### src/rtl/mxbus_ctrl.sv
module mxbus_ctrl #(
  parameter int AW      = 16,
  parameter int DW      = 8,
  parameter int EXT_CYC = 2
) (
  input  logic          clk,
  input  logic          rst,
  input  logic          req,
  input  logic          req_we,
  input  logic [AW-1:0] req_addr,
  input  logic [DW-1:0] req_wdata,
  input  logic          req_space,
  input  logic          ext_timing,
  output logic [DW-1:0] rdata,
  output logic          done,
  output logic          as_n,
  output logic          ds_n,
  output logic          rw,
  output logic [DW-1:0] ad_out,
  output logic          ad_oe,
  input  logic [DW-1:0] ad_in,
  output logic [AW-DW-1:0] addr_hi,
  output logic          space_sel,
  input  logic          wait_n
);
  localparam int XW = $clog2(EXT_CYC + 1);

  typedef enum logic [2:0] {S_IDLE, S_T1, S_T2, S_TW, S_T3} st_t;

  st_t            st;
  logic [AW-1:0]  a_q;
  logic [DW-1:0]  wd_q, rd_q;
  logic           we_q, sp_q, ext_q;
  logic [XW-1:0]  xcnt;
  logic           t2_last, busy, strobe;

  assign t2_last = (xcnt == (ext_q ? XW'(EXT_CYC) : '0));

  always_ff @(posedge clk) begin
    if (rst) begin
      st    <= S_IDLE;
      a_q   <= '0;
      wd_q  <= '0;
      rd_q  <= '0;
      we_q  <= 1'b0;
      sp_q  <= 1'b0;
      ext_q <= 1'b0;
      xcnt  <= '0;
    end else begin
      case (st)
        S_IDLE: if (req) begin
          st    <= S_T1;
          a_q   <= req_addr;
          wd_q  <= req_wdata;
          we_q  <= req_we;
          sp_q  <= req_space;
          ext_q <= ext_timing;
        end
        S_T1: begin
          st   <= S_T2;
          xcnt <= '0;
        end
        S_T2: begin
          if (!t2_last) xcnt <= xcnt + 1'b1;
          else if (!wait_n) st <= S_TW;
          else begin
            st <= S_T3;
            if (!we_q) rd_q <= ad_in;
          end
        end
        S_TW: if (wait_n) begin
          st <= S_T3;
          if (!we_q) rd_q <= ad_in;
        end
        S_T3:    st <= S_IDLE;
        default: st <= S_IDLE;
      endcase
    end
  end

  assign busy      = (st != S_IDLE);
  assign strobe    = (st == S_T2) || (st == S_TW);
  assign as_n      = (st != S_T1);
  assign ds_n      = !strobe;
  assign done      = (st == S_T3);
  assign rw        = busy ? !we_q : 1'b1;
  assign ad_oe     = (st == S_T1) || (we_q && (strobe || st == S_T3));
  assign ad_out    = (st == S_T1) ? a_q[DW-1:0] : wd_q;
  assign addr_hi   = a_q[AW-1:DW];
  assign space_sel = sp_q;
  assign rdata     = rd_q;


  strobe_excl_chk: assert property (@(posedge clk) disable iff (rst)
    !(!as_n && !ds_n));


  as_then_ds_chk: assert property (@(posedge clk) disable iff (rst)
    $fell(as_n) |=> (as_n && !ds_n));


  read_float_chk: assert property (@(posedge clk) disable iff (rst)
    (!ds_n && rw) |-> !ad_oe);


  done_after_ds_chk: assert property (@(posedge clk) disable iff (rst)
    done |-> ($past(!ds_n) && ds_n && as_n));


  done_pulse_chk: assert property (@(posedge clk) disable iff (rst)
    done |=> !done);


  rw_hold_chk: assert property (@(posedge clk) disable iff (rst)
    !ds_n |-> ($stable(rw) && $stable(addr_hi)));
endmodule

### config.mk
export PLATFORM = sky130hd
export DESIGN_NAME = mxbus_ctrl
export DESIGN_NICKNAME = d
export VERILOG_FILES = /design/src/rtl/mxbus_ctrl.sv
export SDC_FILE = /design/constraint.sdc
export NUM_CORES = 1
export LEC_CHECK = 0
export ABC_AREA = 0
export CORE_UTILIZATION = 41
export CTS_BUF_LIST = sky130_fd_sc_hd__clkbuf_2 sky130_fd_sc_hd__clkbuf_4 sky130_fd_sc_hd__clkbuf_8
export DETAILED_ROUTE_END_ITERATION = 16
export GPL_TIMING_DRIVEN = 0
export MAX_ROUTING_LAYER = met4
export PLACE_DENSITY = 0.76
export SLEW_MARGIN = 0
export SYNTH_ARGS = -nofsm -noshare
export SYNTH_HDL_FRONTEND = slang
export SYNTH_SLANG_ARGS = --single-unit
### constraint.sdc
create_clock -name clk -period 1.22 [get_ports clk]
set_input_delay 0.122 -clock clk [delete_from_list [all_inputs] [get_ports clk]]
set_output_delay 0.122 -clock clk [all_outputs]
set_load 0.01 [all_outputs]
==> impl_metrics.toml <==
[outcome]
status = "finished, violations left"
violations = "setup timing"

[pwr]
clockPowerShare_pct = 23.4
p_seq_share_pct = 41.3
comb_power_share_pct = 35.2
p_sw_share_pct = 30.2
p_int_mw = 2.45
power_switching_mw = 1.06
power.density_nw_per_um2 = 1060
power_leakage_nw = 1.44
irDropWorstVdd_v = 0.000785

[global_routing]
grt_pass1_vias = 1821
grt_max_degree = 11
grt.overflow.total = 0
grt_pass1_wl_um = 8800
gr-usage-all-layers_pct = 27.8
antenna_found_initial = 0

[cells_and_area]
mostFrequentLayoutCells = "clkdlybuf4s50_1 (38), dfxtp_1 (36), buf_6 (27)"
ff_latch_area_um2 = 808
drive_gt1_share_pct = 49.2
multi_input_area_um2 = 1230
diodes = 0
area_growth_pct = 85.6
finish.utilization_pct = 81.4
mostFrequentLayoutCell = "clkdlybuf4s50_1"
nets = 350
fillers = 235

[detailed_routing]
ant_nets = 0
viasPerCell = 5.08
firstDrtPassIters = 4
routed_wl_um = 6050
wl_per_cell_um = 16.8
vias = 1825
drc_errors = 0
first_iter_violations = 90

[logic_synthesis]
ys_types = 30
yosys_register_bits = 40
synthSimpleGateAreaFrac_pct = 25.1
synth_cells = 210
synth_top_family_by_area = "simple AND/OR/NAND/NOR gates"
synth_edf_count = 0
syn_nets = 249
yosysSeqAreaShare_pct = 44.7
yosys.area_share.xor_xnor_pct = 0.489
synthAdderAreaFrac_pct = 0
synth_ff_type = "dfxtp_1"
ys_async_sr_fraction_pct = 0
synth_compound_gate_area_share_pct = 11.1
synth_area_um2 = 1790
syn_avg_cell_area_um2 = 8.53
synth_mux_area_share_pct = 10.1
ys_warn_count = 0

[clock_tree]
cts_root_buf = "clkbuf_8"
clk_pin_slew_ns = 0.08
clock_sinks = 40
ctsHoldBuffers = 0
cts_buffer_depth = 2
htreeDepth = 2
cts_tree = "done"
cts_buffers = 5
clk_latency_ns = 0.30

[setup_path]
startpoint_type = "register"
worstPathRequired_ns = 1.10
worstPathMaxFanout = 5
arrival_ns = 1.62
cp-end-kind = "output port"
path_class = "register to output port"

[timing]
worstMarginPinSlew_ns = 0.372
min_period_ns = 1.75
setup_viol = 52
finClkSkew_ns = 0.0132
relSlewSlack_pct = 75.2
fmax_ghz = 0.573
final-hold-violation-count = 0
min_period_over_period_pct = 143
rsz0062_at_grt = "yes"
timing.hold.ws_ns = 0.371
setup_slack_ns = -0.527
drv_slew = 0

[flow_run]
drv_cap = 0

[die]
rows = 23
die_w_um = 68.1
die_area_um2 = 4640
dieHeight_um = 68.1
start_util_pct = 43.8
ios = 69
core-area_um2 = 4090

[place]
io_buffer_count = 68
dp_hpwl_um = 2880
globalplace.congestion = 0.769

[hold_path]
hold_class = "input port to register"
per-stage QoR:
| stage | TNS [ns] | setup slack, ns | instances | power, mW | area, um^2 |
|---|---|---|---|---|---|
| final | -15.97 | -0.527 | 359 | 3.51 | 3330 |
| after global routing | -18.44 | -0.568 | 359 | 3.65 | 3330 |
| after CTS | -16.67 | -0.538 | 362 | 3.37 | 3130 |
| after detailed placement | -21.09 | -0.754 | 328 | 2.22 | 2550 |
| after global placement | -20.46 | -0.746 | 328 | 2.21 | 2550 |
| after floorplan | -1.60 | -0.121 | 210 | 1.87 | 1810 |
final timing paths:
check	from	cells after the start	end	slack (ns)
setup / recovery	st[2]	5	ad_out[0]	-0.53
hold / removal	req_addr[1]	3	a_q[1]	0.37
setup reg to reg	st[2]	7	rdata[1]	-0.42
hold reg to reg	a_q[1]	2	a_q[1]	0.46
routing by layer:
| layer | wire length, um | GRT usage, % | share of wire, % | vias up |
|---|---|---|---|---|
| li1 | - | - | - | 877 |
| met4 | 133 | 9.90 | 2.2 | 0 |
| met5 | 0 | - | 0 | - |
| met1 | 2580 | 32.6 | 43 | 873 |
| met2 | 3110 | 46.2 | 51 | 60 |
| met3 | 219 | 6.50 | 3.6 | 15 |
critical path, cell delays in order (launching register included):
cell	delay [ns]
dfxtp_4	0.36
buf_6	0.12
nor3b_4	0.22
buf_6	0.18
mux2_4	0.31
buf_6	0.12
area by class of cell:
cell class                 count  share of cell area (%)
buffer                        19                    4.67
clock buffer                   5                    2.07
inverter                       2                   0.226
multi-input combinational    146                    36.9
sequential                    40                    24.3
tap                           50                    1.88
timing repair buffer          97                    29.9
Yosys cell counts, drive strengths merged, types with 2 or more instances:
cell type   n  share of area [%]
nand2      57                 12
dfxtp      40                 45
a21oi      30                8.4
nand2b     20                7.0
buf        17                7.1
mux2        9                5.7
mux2i       8                4.5
clkbuf      5                1.0
nor3        3                1.1
nor3b       3                2.2
and2        2               0.70
inv         2               0.42
nor2        2               0.42
o21ai       2               0.56
state kept, by name, indices dropped and copies added, names as in the netlist:
name,flops
ext_q,1
xcnt,2
we_q,1
rdata,8
a_q,16
st,3
space_sel,1
wd_q,8
what timing repair did:
| item | 4_1_cts | 5_1_grt |
|---|---|---|
| cloned | 5 | 0 |
| setup buffers | 24 | 8 |
| resized for setup | 134 | 92 |
| pin swaps | 19 | 35 |
| endpoints found under the setup margin | 68 | 53 |
kinds of logic after synthesis:
| group | count (synthesis) |
|---|---|
| buffers and inverters | 24 |
| XOR/XNOR | 1 |
| multiplexers | 17 |
| AO/OA/AOI/OAI | 37 |
| AND/OR/NAND/NOR | 91 |
| flip-flops | 40 |
power groups by stage:
stage	clock [mW]	sequential [mW]	combinational, mW
6_report	0.823	1.45	1.24
3_3_place_gp	0	1.47	0.738
3_5_place_dp	0	1.47	0.744
5_1_grt	0.888	1.46	1.30
4_1_cts	0.814	1.44	1.12
2_1_floorplan	0	1.47	0.403
(Power assumes the default switching activity.)
